<file path="src/rtl/ssdn_pkg.sv">
// Shared constants and elaboration-time helpers for the down-spread generator.
// Assumes: rates are given in Hz and depths in half-percent units.
package ssdn_pkg;

    localparam int RATE_LO_HZ   = 30000;
    localparam int RATE_NOM_HZ  = 31500;
    localparam int RATE_HI_HZ   = 33000;
    localparam int NUM_DEPTHS   = 5;
    localparam int DEPTH_CODE_W = 3;
    localparam int RATE_CODE_W  = 2;

    typedef enum logic {
        SWEEP_UP   = 1'b0,
        SWEEP_DOWN = 1'b1
    } sweep_dir_e;

    // Modulation rate in Hz selected by a rate code.
    function automatic int rate_hz(input int code);
        case (code)
            0:       return RATE_LO_HZ;
            2:       return RATE_HI_HZ;
            default: return RATE_NOM_HZ;
        endcase
    endfunction

    // Reference cycles per profile step, rounded to nearest, at least one.
    function automatic int dwell_cycles(input longint ref_hz, input int f_hz, input int steps);
        longint den;
        longint q;
        den = 2 * longint'(f_hz) * longint'(steps);
        q   = (ref_hz + den / 2) / den;
        if (q < 1) q = 1;
        return int'(q);
    endfunction

    // Peak offset for a depth code; codes past the last level clamp to it.
    function automatic int depth_peak(input longint nom_q, input int code);
        longint hp;
        hp = (code >= NUM_DEPTHS) ? longint'(NUM_DEPTHS) : longint'(code + 1);
        return int'((nom_q * hp) / 200);
    endfunction

endpackage

</file>
<file path="src/rtl/ssdn_dwell_timer.sv">
// Step timer: pulses tick once every dwell period while the sweep runs.
// Assumes: rate_code is held stable except at the edge where tick is high
// or where run rises, so each period is counted against one limit.
module ssdn_dwell_timer
    import ssdn_pkg::*;
#(
    parameter int REF_HZ     = 25_000_000,
    parameter int STEPS_LOG2 = 4
) (
    input  logic                   clk,
    input  logic                   rst_n,
    input  logic                   run,
    input  logic [RATE_CODE_W-1:0] rate_code,
    output logic                   tick
);

    localparam int STEPS  = 1 << STEPS_LOG2;
    localparam int DW_MAX = dwell_cycles(longint'(REF_HZ), RATE_LO_HZ, STEPS);
    localparam int CNT_W  = $clog2(DW_MAX + 1);
    localparam int NCODES = 1 << RATE_CODE_W;

    logic [CNT_W-1:0] dwell_tbl [NCODES];
    logic [CNT_W-1:0] limit;
    logic [CNT_W-1:0] cnt;

    // One dwell constant per rate code, fixed at elaboration.
    for (genvar g = 0; g < NCODES; g++) begin : g_dwell
        assign dwell_tbl[g] = CNT_W'(dwell_cycles(longint'(REF_HZ), rate_hz(g), STEPS));
    end

    assign limit = dwell_tbl[rate_code];
    assign tick  = run && (cnt == limit - CNT_W'(1));

    // Counts reference cycles within one step; clears while idle or on tick.
    always_ff @(posedge clk) begin
        if (!rst_n) begin
            cnt <= '0;
        end else if (!run || tick) begin
            cnt <= '0;
        end else begin
            cnt <= cnt + CNT_W'(1);
        end
    end

    // the count never passes the dwell limit in force.
    p_dwell_in_range_r5: assert property (@(posedge clk) disable iff (!rst_n)
        run |-> (cnt < limit));

    // an idle timer holds zero.
    p_idle_clear_r5: assert property (@(posedge clk) disable iff (!rst_n)
        !$past(run) |-> (cnt == '0));

endmodule

</file>
<file path="src/rtl/ssdn_tri_profile.sv">
// Triangle sequencer: walks an up/down level between 0 and 2^STEPS_LOG2.
// It starts from park when active, samples settings at level zero, and
// finishes a triangle before parking when active drops.
// Assumes: tick is a single-cycle pulse, only while running.
module ssdn_tri_profile
    import ssdn_pkg::*;
#(
    parameter int STEPS_LOG2 = 4
) (
    input  logic                    clk,
    input  logic                    rst_n,
    input  logic                    active,
    input  logic                    tick,
    input  logic [DEPTH_CODE_W-1:0] depth_in,
    input  logic [RATE_CODE_W-1:0]  rate_in,
    output logic                    running,
    output logic [STEPS_LOG2:0]     level,
    output logic [DEPTH_CODE_W-1:0] depth_q,
    output logic [RATE_CODE_W-1:0]  rate_q
);

    localparam int STEPS = 1 << STEPS_LOG2;
    localparam int LVL_W = STEPS_LOG2 + 1;

    sweep_dir_e dir;

    // Sequences start, climb, fall, endpoint resampling and park.
    always_ff @(posedge clk) begin
        if (!rst_n) begin
            running <= 1'b0;
            level   <= '0;
            dir     <= SWEEP_UP;
            depth_q <= '0;
            rate_q  <= '0;
        end else if (!running) begin
            if (active) begin
                running <= 1'b1;
                dir     <= SWEEP_UP;
                depth_q <= depth_in;
                rate_q  <= rate_in;
            end
        end else if (tick) begin
            if (dir == SWEEP_UP) begin
                level <= level + LVL_W'(1);
                if (level == LVL_W'(STEPS - 1)) dir <= SWEEP_DOWN;
            end else begin
                level <= level - LVL_W'(1);
                if (level == LVL_W'(1)) begin
                    dir <= SWEEP_UP;
                    if (active) begin
                        depth_q <= depth_in;
                        rate_q  <= rate_in;
                    end else begin
                        running <= 1'b0;
                    end
                end
            end
        end
    end

    // a parked sequencer sits at level zero.
    p_park_at_zero_r7: assert property (@(posedge clk) disable iff (!rst_n)
        !running |-> (level == '0));

    // level never passes the peak.
    p_peak_bound_r4: assert property (@(posedge clk) disable iff (!rst_n)
        level <= LVL_W'(STEPS));

    // one step per update at most.
    p_unit_step_r4: assert property (@(posedge clk) disable iff (!rst_n)
        (level == $past(level)) || (level == $past(level) + LVL_W'(1))
        || ($past(level) == level + LVL_W'(1)));

    // settings stay put away from the zero endpoint.
    p_latch_hold_r6: assert property (@(posedge clk) disable iff (!rst_n)
        ($past(level) != '0) && (level != '0) |-> $stable(depth_q) && $stable(rate_q));

endmodule

</file>
<file path="src/rtl/ssdn_depth_scale.sv">
// Depth scaler: maps the level to an offset, floor(level * peak / N),
// and registers it together with the valid flag.
// Assumes: depth_code changes only when level is zero.
module ssdn_depth_scale
    import ssdn_pkg::*;
#(
    parameter int STEPS_LOG2 = 4,
    parameter int DIV_INT    = 36,
    parameter int FRAC_W     = 10
) (
    input  logic                                clk,
    input  logic                                rst_n,
    input  logic                                running,
    input  logic [STEPS_LOG2:0]                 level,
    input  logic [DEPTH_CODE_W-1:0]             depth_code,
    output logic [$clog2(DIV_INT+1)+FRAC_W-1:0] ofs,
    output logic                                ofs_vld
);

    localparam int     OFS_W  = $clog2(DIV_INT + 1) + FRAC_W;
    localparam int     LVL_W  = STEPS_LOG2 + 1;
    localparam int     PROD_W = OFS_W + LVL_W;
    localparam longint NOM_Q  = longint'(DIV_INT) << FRAC_W;
    localparam int     NCODES = 1 << DEPTH_CODE_W;
    localparam int     PK_TOP = depth_peak(NOM_Q, NUM_DEPTHS - 1);

    logic [OFS_W-1:0]  peak_tbl [NCODES];
    logic [PROD_W-1:0] prod;
    logic [PROD_W-1:0] scaled;

    // Peak per depth code, clamped codes included.
    for (genvar g = 0; g < NCODES; g++) begin : g_peak
        assign peak_tbl[g] = OFS_W'(depth_peak(NOM_Q, g));
    end

    assign prod   = PROD_W'(level) * PROD_W'(peak_tbl[depth_code]);
    assign scaled = prod >> STEPS_LOG2;

    // Registers the scaled offset and the sweep flag for the divider.
    always_ff @(posedge clk) begin
        if (!rst_n) begin
            ofs     <= '0;
            ofs_vld <= 1'b0;
        end else begin
            ofs     <= OFS_W'(scaled);
            ofs_vld <= running;
        end
    end

    // the offset stays at or below the deepest peak.
    p_ofs_ceiling_r2: assert property (@(posedge clk) disable iff (!rst_n)
        ofs <= OFS_W'(PK_TOP));

    // no offset leaves the block outside a sweep.
    p_idle_zero_r1: assert property (@(posedge clk) disable iff (!rst_n)
        !ofs_vld |-> (ofs == '0));

endmodule

</file>
<file path="src/rtl/ssdn_modulator.sv">
// Down-spread offset generator top: gates spread by enable pin and
// source flag, and joins the step timer, triangle sequencer and scaler.
// Assumes: all inputs are synchronous to clk.
module ssdn_modulator
    import ssdn_pkg::*;
#(
    parameter int REF_HZ     = 25_000_000,
    parameter int STEPS_LOG2 = 4,
    parameter int DIV_INT    = 36,
    parameter int FRAC_W     = 10
) (
    input  logic                                clk,
    input  logic                                rst_n,
    input  logic [2:0]                          depth_sel,
    input  logic [1:0]                          rate_sel,
    input  logic                                ssen,
    input  logic                                src_pll_b,
    output logic [$clog2(DIV_INT+1)+FRAC_W-1:0] spread_ofs,
    output logic                                spread_vld
);

    logic                    active;
    logic                    tick;
    logic                    running;
    logic [STEPS_LOG2:0]     level;
    logic [DEPTH_CODE_W-1:0] depth_q;
    logic [RATE_CODE_W-1:0]  rate_q;

    // Spread is allowed only on first-PLL outputs with the pin high.
    assign active = ssen && !src_pll_b;

    ssdn_dwell_timer #(
        .REF_HZ     (REF_HZ),
        .STEPS_LOG2 (STEPS_LOG2)
    ) u_timer (
        .clk       (clk),
        .rst_n     (rst_n),
        .run       (running),
        .rate_code (rate_q),
        .tick      (tick)
    );

    ssdn_tri_profile #(
        .STEPS_LOG2 (STEPS_LOG2)
    ) u_profile (
        .clk      (clk),
        .rst_n    (rst_n),
        .active   (active),
        .tick     (tick),
        .depth_in (depth_sel),
        .rate_in  (rate_sel),
        .running  (running),
        .level    (level),
        .depth_q  (depth_q),
        .rate_q   (rate_q)
    );

    ssdn_depth_scale #(
        .STEPS_LOG2 (STEPS_LOG2),
        .DIV_INT    (DIV_INT),
        .FRAC_W     (FRAC_W)
    ) u_scale (
        .clk        (clk),
        .rst_n      (rst_n),
        .running    (running),
        .level      (level),
        .depth_code (depth_q),
        .ofs        (spread_ofs),
        .ofs_vld    (spread_vld)
    );

    // a second-PLL source keeps the block parked.
    p_pllb_ignored_r8: assert property (@(posedge clk) disable iff (!rst_n)
        !running && src_pll_b |=> !running);

    // the valid flag trails the sequencer by one register.
    p_vld_follows_r9: assert property (@(posedge clk) disable iff (!rst_n)
        $rose(running) |=> spread_vld);

endmodule

</file>
<file path="config.mk">
export PLATFORM = sky130hd
export DESIGN_NAME = ssdn_modulator
export DESIGN_NICKNAME = d
export VERILOG_FILES = /design/src/rtl/ssdn_pkg.sv /design/src/rtl/ssdn_dwell_timer.sv /design/src/rtl/ssdn_tri_profile.sv /design/src/rtl/ssdn_depth_scale.sv /design/src/rtl/ssdn_modulator.sv
export SDC_FILE = /design/constraint.sdc
export NUM_CORES = 1
export LEC_CHECK = 0
export ABC_CLOCK_PERIOD_IN_PS = 4400
export BUFFER_PORTS_ARGS = -buffer_cell sky130_fd_sc_hd__clkbuf_2
export CAP_MARGIN = 5
export CORE_UTILIZATION = 49
export DETAILED_ROUTE_END_ITERATION = 16
export GPL_ROUTABILITY_DRIVEN = 0
export HOLD_SLACK_MARGIN = 0.02
export PLACE_DENSITY = 0.71
export SYNTH_ARGS = -nofsm -noshare
export SYNTH_HDL_FRONTEND = slang
export SYNTH_SLANG_ARGS = --single-unit
export TNS_END_PERCENT = 1
</file>
<file path="constraint.sdc">
create_clock -name clk -period 4.4 [get_ports clk]
set_clock_uncertainty 0.1 [all_clocks]
set_input_delay 0.22 -clock clk [delete_from_list [all_inputs] [get_ports clk]]
set_output_delay 0.22 -clock clk [all_outputs]
set_load 0.02 [all_outputs]
</file>
---- Yosys cells after proc, flatten, opt, wreduce, memory -nomap -nowiden ----
Memories as Yosys holds them, arrays and structs flattened.
Index checks and enable logic that the tools add are counted.
operators by class
  add/sub/neg operators ................... 4
  multipliers ............................. 1
  order comparisons ....................... 2
  eq/ne operators ......................... 6
  mux-type cells .......................... 27
  bitwise logic cells ..................... 3
  reductions and logical operators ........ 10
operators by type and width
  cell                                                                 count
  16-bit two-way mux                                                   2
  5-bit by 16-bit multiplier with 20-bit output                        1
  3-bit two-way mux                                                    5
  5-bit two-way mux                                                    3
  1-bit two-way mux                                                    11
  5-bit by 1-bit adder with 5-bit output (second input constant)       2
  5-bit binary-select mux with 2-bit select                            1
  2-bit two-way mux                                                    5
  5-bit by 1-bit subtractor with 5-bit output (second input constant)  2
  2-bit != test (second input constant)                                3
  5-bit by 1-bit == test with 1-bit output (second input constant)     1
  5-bit by 4-bit == test with 1-bit output (second input constant)     1
  5-bit == test                                                        1
  4-bit greater-or-equal comparator (second input constant)            1
  3-bit NOT with 4-bit output                                          1
  2-bit AND reduction                                                  2
  3-bit greater-or-equal comparator (second input constant)            1
  2-bit NOT with 3-bit output                                          1
  3-bit AND reduction                                                  1
  1-bit logical AND                                                    2
  1-bit logical NOT                                                    2
  2-bit nonzero test                                                   1
  2-bit OR reduction                                                   1
  1-bit logical OR                                                     1
  1-bit NOT                                                            1
word-level totals
  bits in registers ....................... 34
  ROM bits ................................ 128
  bits of input ports ..................... 9
  output and inout bits ................... 17
  word-level logic and storage cells ...... 62
  memories ................................ 1
memory list
  name              words  bits a word  read ports  clocked after Yosys merged registers in  write ports  line                    text
  (name not given)  8      16           1           0                                        0            ssdn_depth_scale.sv:36  assign prod = PROD_W'(level) * PROD_W'(peak_tbl[depth_code]);

---- Longest topological paths before layout ----
Gate-level depths: netlist of the first run.
  depth in word-level cells ............... 9
  depth in mapped cells ................... 15
  gate-level depth less buffers ........... 15

---- Modules after synthesis ----
A second synthesis of the first run with hierarchy kept.
second synthesis, totals
  cell total of the unflattened synthesis .. 281
  area total of the unflattened synthesis .. 2595.0 um^2
by module, submodules not included
  module            instances  cells an instance  area an instance (um^2)  seq. area each (um^2)
  ssdn_depth_scale  1          185                1659.1                   260.2
  ssdn_tri_profile  1          71                 653.1                    240.2
  ssdn_dwell_timer  1          24                 269.0                    100.1
  ssdn_modulator    1          1                  13.8                     0.0

---- Worst setup path after synthesis of the first run ----
OpenSTA, ideal clock, no wires.
  path kind ............................... register -> register
  from .................................... reg u_profile.depth_q[2]
  to ...................................... reg u_scale.ofs[10]
  setup time .............................. 71 ps
  arrival time ............................ 3829 ps
  data required time ...................... 4229 ps
  slack ................................... 400 ps
  cell stages (with the launch flop) ...... 15
  buffers on the path ..................... 2
  period minus slack after synthesis ...... 4000 ps
  path through ............................ dfxtp_1 > clkbuf_1 > clkbuf_1 > nor2b_1 > fa_1 > fa_1 > inv_1 > fa_1 > inv_1 > ha_1 > a21o_1 > a31oi_2 > nor3_1 > or4_1 > a21oi_1
between the ends
  cells in the longest elaborated chain, start to end .. 5
ends and longest elaborated chain
  element                                                 line                    text
  start, declared                                         ssdn_tri_profile.sv:18  output logic [DEPTH_CODE_W-1:0] depth_q,
  start signal, assigned                                  ssdn_tri_profile.sv:39  depth_q <= depth_in;
  start signal, assigned                                  ssdn_tri_profile.sv:51  depth_q <= depth_in;
  3-bit NOT with 4-bit output (not written as such)       ssdn_depth_scale.sv:36
  memory read 8 x 16 bit                                  -
  16-bit two-way mux (not written as such) (2 in series)  ssdn_depth_scale.sv:36
  5-bit by 16-bit multiplier with 20-bit output           ssdn_depth_scale.sv:36
  end signal, assigned                                    ssdn_depth_scale.sv:45  ofs <= OFS_W'(scaled);
  end, declared                                           ssdn_depth_scale.sv:16  output logic [$clog2(DIV_INT+1)+FRAC_W-1:0] ofs,
No other way between the ends. The select of a mux whose other input is x is not followed.
A chain may end at the register's enable or synchronous reset.

---- Worst setup path after layout of the first run ----
  from .................................... reg u_profile.depth_q[2]
  to ...................................... reg u_scale.ofs[9]
The elaborated chain is that of the path after synthesis.

==> run_results.csv, run 1 <==
group,metric,value,unit
clocking,clkSinkCount,30,
floorplanning,core,0.00488,mm²
floorplanning,die-height,74.2,µm
synthesis,syn_avg_cell_area,8.80,µm²
worst_hold_path,hp-start,"rate_sel[0]",
timing,setup_tns,0,ns
clocking,postCtsHoldBufs,0,
drt,firstDrtPassIters,5,
synthesis,yosys-top-cells-count,"35 x inv_1, 31 x ha_1, 30 x dfxtp_1",
critical_path,rrSetupSlack,0.32,ns
floorplanning,dieWidth,74.2,µm
status,outcome,"completed",
synthesis,synth_edf_count,0,
clocking,clockBufferDepth,2,
power,swShare,0.257,
final_layout,syn2layout_area_growth,9.47,%
grt,grt_pass1_vias,1775,
clocking,cts_buffers,5,
grt,grt_pass1_wl,8070,µm
placed_design,hpwl,3540,µm
power,sequentialPowerShare,0.506,
power,ir_drop,0.133,mV
synthesis,yosysUniqueCellTypes,48,
grt,overflow,0,
flow_run,drv_cap,0,
worst_hold_path,min_path_cells,3,
floorplanning,ios,26,
power,powerDensity,198,mW/mm²
worst_hold_path,holdPathEnd,"u_profile.rate_q[0]",
critical_path,crit_family,"adder cells",
synthesis,synth_area,0.00255,mm²
synthesis,synthCells,290,
drt,ant_nets,0,
timing,slew_viol_final,0,
placed_design,dp_cells,370,
final_layout,antennaDiodeCount,0,
final_layout,drive_above_1_share,0.138,
timing,tightestPinTransition,0.509,ns
floorplanning,die_area,0.00550,mm²
power,p_leak,1.38,nW
clocking,cts_resized,0,
synthesis,ys_seq_area_frac,0.235,
drt,drt_drc_violations_left,0,
drt,drt-total-wl,4620,µm
clocking,clk_pin_slew,0.07,ns
timing,period_minus_slack,4.08,ns
final_layout,final_cells,378,
critical_path,worstSetupPathType,"reg -> reg",
synthesis,synth_most_common_cell,"inv_1",
synthesis,ys_seq_elements,30,
critical_path,cp_data_arrival_time,4.20,ns
floorplanning,initial_core_util,0.523,
clocking,clk_latency,0.29,ns
drt,wl_per_cell,12.2,µm
timing,grt_setup_unrepaired,"no",
timing,finalHoldViolCount,0,
clocking,postCtsSetupBuffers,0,
critical_path,crit_path_frequent_cell,"fa_1",
drt,highest_layer,"met4",
synthesis,synth.area.top_cells,"dfxtp_1 24%, ha_1 15%, fa_1 13%, inv_1 5.1%, nor2_1 4.0%",
critical_path,endpoint_kind,"flop",
synthesis,synth_area_leader_cell,"dfxtp_1",
power,internal-power,0.411,mW
synthesis,async_reset_ff_frac,0,
critical_path,crit_fanout,7,
critical_path,required,4.52,ns
clocking,cts_tree,"done",
synthesis,yosysWarnings,0,
grt,antenna_found_initial,0,
synthesis,yosysTopAreaCellShare,0.235,
critical_path,r2r-end,"u_scale.ofs[9]",
clocking,h-tree-depth,2,
critical_path,crit_path_start,"u_profile.depth_q[2]",
power,power_frac_clock,0.436,
timing,slew_headroom,0.660,
critical_path,r2r_cells,13,
worst_hold_path,min_path_type,"in -> reg",
placed_design,portBuffers,21,
drt,wl_met3,240,µm
drt,dr.first_iter.drc_count,101,
floorplanning,rows,25,
timing,fmax,245,MHz
critical_path,slowest_stage,"fa_1",
drt,vias,1902,
critical_path,cp-start-kind,"flop",
drt,wl_met2,1950,µm
clocking,cts-root-buf,"clkbuf_8",
drt,via_per_inst,5.03,
critical_path,path_cells,"nand2b_1, and2_1, fa_1, fa_1, inv_1, fa_1, inv_1, ha_1, a21o_1, a31oi_1, a32oi_1, a31oi_1, mux2i_1",
critical_path,timing.rr.start,"u_profile.depth_q[2]",
grt,grt_max_degree,23,
timing,setup_viol,0,
timing,period_share,0.927,
critical_path,slowest_delay,0.54,ns
critical_path,worst-path-buf-inv,2,
synthesis,yosys_most_used_dff,"dfxtp_1",
power,power_frac_comb,0.058,
power,p_switching,0.142,mW
grt,grt_use_total,0.194,
drt,wl_met1,2370,µm
final_layout,final_nets,366,
## cells by family (layout without fill, tap and decap cells)
group,count (synthesis),after routing,share of synthesized area
other,1,4,0.00147
DFF,30,30,0.235
adders and majority gates,47,47,0.278
and+or+nand+nor,99,99,0.206
xor gates and xnor gates,11,11,0.0378
AOI/OAI and AO/OA,43,43,0.122
buffers and inverters,50,68,0.0839
muxes,9,9,0.0358
## stage by stage
| stage | util | total power [mW] | worst slack [ns] | cell area (µm²) | hold slack (ns) |
|---|---|---|---|---|---|
| global placement | 0.552 | 0.317 | 0.423 | 2700 | 0.352 |
| CTS | 0.572 | 0.562 | 0.305 | 2790 | 0.0483 |
| global route | 0.572 | 0.574 | 0.0156 | 2790 | 0.0670 |
| finish | 0.572 | 0.554 | 0.322 | 2790 | 0.0538 |
| detailed placement | 0.552 | 0.318 | 0.336 | 2700 | 0.357 |
| floorplan | - | 0.311 | 0.400 | 2560 | 0.262 |
## worst min-delay path: cells and delay by family
kind / cells / cell delay, ns
buf+inv: 1 / 0.08
mux: 1 / 0.05
simple gates: 1 / 0.04
## cells in the final DEF (no fill, tap or decap), drive strengths merged, types with 4 or more instances in the layout
cell,count
conb,4
inv,36
a21oi,10
o21ai,11
xnor2,7
fa,16
nor2,27
dfxtp,30
a21o,4
nand2b,12
mux2i,8
nor2b,8
xor2,4
and2,10
nand2,24
ha,31
and3,5
clkbuf,27
## area by class of cell
type / instances / area, µm²
clock buffer: 6 / 82.6
clock inverter: 2 / 12.5
fill: 457 / 2090
inverter: 36 / 135
multi-input combinational: 213 / 1750
sequential: 30 / 601
tap: 67 / 83.8
timing repair buffer: 24 / 128
## power groups by stage
stage	registers (mW)	logic [mW]	clock network, mW
2_1_floorplan	0.285	0.0257	0
6_report	0.280	0.0323	0.241
3_3_place_gp	0.286	0.0316	0
3_5_place_dp	0.286	0.0320	0
4_1_cts	0.280	0.0322	0.250
5_1_grt	0.281	0.0365	0.256
## flip-flops by register name (all words and copies together), names as in the netlist
register           cells
u_timer.cnt            5
u_profile.running      1
u_profile.dir          1
u_profile.level        5
u_profile.rate_q       2
u_profile.depth_q      3
u_scale.ofs           12
u_scale.ofs_vld        1
## worst max-delay path by stage
| stage | slack, ns | cells after the start | endpoint |
|---|---|---|---|
| after floorplan | 0.40 | 14 | u_scale.ofs[10] |
| after global placement | 0.42 | 13 | u_scale.ofs[10] |
| after detailed placement | 0.34 | 13 | u_scale.ofs[10] |
| after CTS | 0.31 | 13 | u_scale.ofs[10] |
| after global routing | 0.02 | 13 | u_scale.ofs[9] |
| final | 0.32 | 13 | u_scale.ofs[9] |
## metal layers
metal,global-route usage,vias to the layer above
met1,0.291,874
li1,-,979
met4,0.0641,0
met5,0,-
met3,0.0366,5
met2,0.277,44
Note: power is estimated with default switching activity, not from simulation.
==> run 2: changes to the inputs <==
ABC_CLOCK_PERIOD_IN_PS = 5200   (was 4400)
CORE_MARGIN = 2   (was default)
clock period = 5.2 ns   (was 4.4 ns; I/O delays follow)
==> run 2 against run 1 <==
  * Sequential power shrank 15%
  * Highest routed layer unchanged
  * Non-clock buffer count shrank 3
  * Via count grew 0.37%
  * Hold slack gained 0.037 ns
  * Sequential cell count is the same
  * Count of clock-buffer cells in the layout is the same
  * Sequential share of layout area grew 0.17 points
  * Routed wire length shrank 2.8%
  * Global-route usage shrank 2.0 points
  * Critical path type unchanged
==> run_results.csv, run 2 (synthesis results as in run 1) <==
group,metric,value,unit
power,finalPower,0.464,mW
critical_path,cp_data_arrival_time,4.39,ns
final_layout,antennaDiodeCount,0,
floorplanning,core,0.00507,mm²
critical_path,worstSetupPathType,"reg -> reg",
clocking,clk_latency,0.29,ns
timing,setup_tns,0,ns
floorplanning,rows,26,
clocking,cts_tree,"done",
critical_path,crit_fanout,18,
timing,period_share,0.822,
timing,slew_headroom,0.661,
final_layout,final_common_cell,"inv_1",
floorplanning,dieWidth,76.2,µm
power,p_switching,0.117,mW
clocking,postCtsSetupBuffers,0,
placed_design,portBuffers,21,
timing,fmax,234,MHz
power,sequentialPowerShare,0.512,
floorplanning,die_area,0.00580,mm²
drt,dr.first_iter.drc_count,64,
final_layout,largestRegisters,"u_scale.ofs x12, u_profile.level x5, u_timer.cnt x5",
clocking,clockBufferDepth,2,
clocking,h-tree-depth,2,
final_layout,final_cells,378,
clocking,postCtsHoldBufs,0,
floorplanning,die-height,76.2,µm
timing,slew_viol_final,0,
grt,grt_pass1_vias,1833,
power,powerDensity,168,mW/mm²
timing,grt_setup_unrepaired,"no",
timing,finalHoldViolCount,0,
flow_run,drv_cap,0,
power,swShare,0.251,
final_layout,regArea,601,µm²
worst_hold_path,min_path_type,"in -> reg",
timing,holdWs,0.0905,ns
clocking,clk_pin_slew,0.07,ns
drt,vias,1909,
timing,period_minus_slack,4.27,ns
final_layout,syn2layout_area_growth,8.63,%
grt,overflow,0,
drt,drt-total-wl,4490,µm
power,power_frac_comb,0.055,
grt,antenna_found_initial,0,
critical_path,cp-start-kind,"flop",
final_layout,fillers,486,
drt,firstDrtPassIters,4,
final_layout,largest_reg_flops,12,
critical_path,endpoint_kind,"flop",
power,internal-power,0.348,mW
power,p_leak,1.36,nW
final_layout,multi_input_area,0.00175,mm²
floorplanning,ios,26,
floorplanning,initial_core_util,0.503,
final_layout,final_nets,363,
final_layout,drive_above_1_share,0.127,
placed_design,dp_cells,370,
final_layout,mostFrequentLayoutCells,"35 x inv_1, 31 x ha_1, 30 x dfxtp_1",
drt,drt_drc_violations_left,0,
placed_design,hpwl,3490,µm
clocking,cts_buffers,5,
drt,ant_nets,0,
timing,tightestPinTransition,0.508,ns
drt,wl_per_cell,11.9,µm
grt,grt_pass1_wl,8110,µm
critical_path,required,5.31,ns
drt,via_per_inst,5.05,
clocking,cts_resized,0,
final_layout,max_flop_register,"u_scale.ofs",
timing,setup_viol,0,
power,ir_drop,0.139,mV
grt,grt_max_degree,23,
grt,grt_use_total,0.174,
clocking,cts-root-buf,"clkbuf_8",
status,outcome,"completed",
power,power_frac_clock,0.433,
clocking,clkSinkCount,30,
-- run 2: changes by cell type in the layout (fill, tap and decap cells not counted), sizes merged --
cell  previous run  this run
buf              3         0
-- run 2: critical path, stage by stage (launching register included) --
cell and delay (ns):
dfxtp_1 0.63, nor2b_1 0.20, and2_1 0.22, fa_1 0.48
fa_1 0.54, inv_1 0.05, fa_1 0.52, inv_1 0.04
ha_1 0.36, a21o_1 0.22, a31oi_2 0.16, nor3_1 0.07
or4_1 0.46, a21oi_1 0.14
-- run 2: power groups by stage --
stage          Combinational, mW  Sequential (mW)  Clock [mW]
4_1_cts                   0.0258            0.238       0.207
5_1_grt                   0.0291            0.238       0.215
6_report                  0.0255            0.238       0.201
3_3_place_gp              0.0250            0.243           0
3_5_place_dp              0.0257            0.243           0
2_1_floorplan             0.0217            0.241           0
-- run 2: metal layers --
| metal | global-route usage | share of wire |
|---|---|---|
| met4 | 0.0873 | 0.022 |
| met5 | 0 | 0 |
| met1 | 0.236 | 0.47 |
| met2 | 0.262 | 0.44 |
| met3 | 0.0391 | 0.063 |
-- run 2: cell type report --
| class | count | share of cell area |
|---|---|---|
| tap | 70 | 0.0316 |
| timing repair buffer | 21 | 0.0379 |
| clock inverter | 2 | 0.00451 |
| inverter | 36 | 0.0488 |
| sequential | 30 | 0.217 |
| clock buffer | 6 | 0.0298 |
| multi-input combinational | 213 | 0.631 |
-- run 2: path summary, 6_finish.rpt --
kind | slack (ns) | depth (start not counted) | start | endpoint
min | 0.09 | 3 | depth_sel[0] | u_profile.depth_q[0]
max reg2reg | 0.93 | 13 | u_profile.depth_q[2] | u_scale.ofs[10]
max | 0.93 | 13 | u_profile.depth_q[2] | u_scale.ofs[10]
min reg2reg | 0.37 | 2 | u_profile.rate_q[0] | u_profile.rate_q[0]
-- run 2: through the flow --
step	util	setup slack [ns]	instance area (µm²)
floorplan	-	1.20	2560
CTS	0.546	0.932	2770
global route	0.546	0.623	2770
global placement	0.527	1.11	2680
finish	0.546	0.925	2770
detailed placement	0.527	0.969	2680
==> run 3: changes to the inputs <==
ABC_CLOCK_PERIOD_IN_PS = 3850   (was 5200)
PLACE_DENSITY = 0.74   (was 0.71)
clock period = 3.85 ns   (was 5.2 ns; I/O delays follow)
==> run 3 against run 2 <==
  * Cell count is 3.2% higher
  * Count of clock-buffer cells in the layout is the same
  * Global-route usage down 0.34 points
  * Routed wire length is 7.9% higher
  * Combinational power increased by 76%
  * Utilization grew 3.6 points
  * Sequential cell count stayed put
  * Sequential share of layout area fell by 1.1 points
  * Final area up 6.7%
  * Setup slack worse by 0.80 ns
  * Via count is 1.9% higher
  * Hold slack worse by 0.072 ns
  * Critical endpoint unchanged
==> run_results.csv, run 3 (synthesis results as in run 1) <==
group,metric,value,unit
status,outcome,"completed",
drt,firstDrtPassIters,4,
power,ir_drop,0.152,mV
clocking,clockBufferDepth,2,
clocking,cts_buffers,5,
timing,period_minus_slack,3.73,ns
drt,drt_drc_violations_left,0,
power,powerDensity,216,mW/mm²
final_layout,antennaDiodeCount,0,
grt,grt_pass1_vias,1815,
clocking,clk_pin_slew,0.07,ns
placed_design,dp_slack,0.0320,ns
timing,slew_headroom,0.634,
floorplanning,initial_core_util,0.503,
critical_path,worstSetupPathType,"reg -> reg",
critical_path,required,3.96,ns
final_layout,final_cells,390,
drt,wl_per_cell,12.4,µm
critical_path,cp-start-kind,"flop",
drt,ant_nets,0,
flow_run,drv_cap,0,
drt,drt-total-wl,4840,µm
timing,period_share,0.968,
final_layout,mostFrequentLayoutCells,"35 x inv_1, 27 x dfxtp_1, 26 x nor2_1, 26 x ha_1, 24 x nand2_1",
timing,slew_viol_final,0,
final_layout,fillers,482,
floorplanning,ios,26,
floorplanning,die_area,0.00580,mm²
clocking,cts_tree,"done",
final_layout,largest_reg_flops,12,
grt,grt_use_total,0.171,
drt,dr.first_iter.drc_count,104,
timing,fmax,268,MHz
clocking,cts-root-buf,"clkbuf_8",
power,p_leak,1.41,nW
timing,tightestPinTransition,0.548,ns
grt,antenna_found_initial,0,
critical_path,crit_fanout,6,
grt,overflow,0,
timing,setup_tns,0,ns
placed_design,dp_cells,381,
floorplanning,core,0.00507,mm²
timing,setup_viol,0,
floorplanning,die-height,76.2,µm
clocking,h-tree-depth,2,
clocking,clkSinkCount,30,
grt,grt_pass1_wl,8170,µm
final_layout,final_common_cell,"inv_1",
critical_path,endpoint_kind,"flop",
drt,via_per_inst,4.99,
timing,finalHoldViolCount,0,
critical_path,cp_data_arrival_time,3.84,ns
floorplanning,dieWidth,76.2,µm
final_layout,fin_util,0.583,
timing,setup_ws,0.122,ns
grt,grt_max_degree,23,
final_layout,largestRegisters,"u_scale.ofs x12, u_profile.level x5, u_timer.cnt x5",
final_layout,drive_above_1_share,0.219,
floorplanning,rows,26,
final_layout,syn2layout_area_growth,15.9,%
final_layout,max_flop_register,"u_scale.ofs",
worst_hold_path,min_path_type,"in -> reg",
clocking,clk_latency,0.29,ns
placed_design,portBuffers,21,
timing,holdWs,0.0190,ns
placed_design,hpwl,3510,µm
final_layout,final_nets,375,
drt,vias,1945,
-- run 3: per-layer routing --
layer,up-vias,global-route usage,part of all wire
li1,1001,-,-
met2,47,0.260,0.45
met4,0,0.0491,0.011
met3,6,0.0320,0.046
met1,891,0.247,0.49
met5,-,0,0
-- run 3: what timing repair did --
action	in CTS	in global routing
setup endpoints to repair	2	5
buffers inserted	0	1
pin swaps	0	9
resized for setup	1	19
hold buffers	0	0
-- run 3: worst paths after layout --
kind | startpoint | cells past startpoint | end | slack, ns
max | u_profile.depth_q[1] | 13 | u_scale.ofs[10] | 0.12
min | depth_sel[1] | 3 | u_profile.depth_q[1] | 0.02
max reg2reg | u_profile.depth_q[1] | 13 | u_scale.ofs[10] | 0.12
min reg2reg | u_profile.depth_q[0] | 2 | u_profile.depth_q[0] | 0.38
-- run 3: cell type report --
| cell class | instances | area (µm²) | area share |
|---|---|---|---|
| Clock inverter | 2 | 12.5 | 0.00423 |
| Sequential cell | 30 | 607 | 0.205 |
| Timing Repair Buffer | 33 | 195 | 0.0660 |
| Clock buffer | 6 | 82.6 | 0.0279 |
| Tap cell | 70 | 87.6 | 0.0296 |
| Inverter | 36 | 135 | 0.0457 |
| Multi-Input combinational cell | 213 | 1840 | 0.621 |
-- run 3: power by group --
part           total, mW  internal (mW)  switching [mW]  leakage [nW]
Clock              0.274          0.144           0.130        0.0472
Sequential         0.319          0.315         0.00484         0.244
Combinational     0.0450         0.0176          0.0275          1.12
-- run 3: worst max-delay path: stages, from the launching register on --
cell	delay, ns
dfxtp_4	0.37
inv_1	0.04
ha_1	0.30
nor2_2	0.11
nor2b_1	0.06
fa_1	0.48
inv_1	0.05
fa_1	0.52
fa_1	0.46
inv_1	0.07
ha_2	0.31
and3_1	0.18
or4_1	0.48
a21oi_2	0.12
-- run 3: per-stage QoR --
| stage | power [mW] | area (µm²) |
|---|---|---|
| 3_5_place_dp | 0.370 | 2780 |
| 4_1_cts | 0.642 | 2880 |
| 6_report | 0.638 | 2960 |
| 3_3_place_gp | 0.370 | 2780 |
| 2_1_floorplan | 0.356 | 2580 |
| 5_1_grt | 0.665 | 2960 |
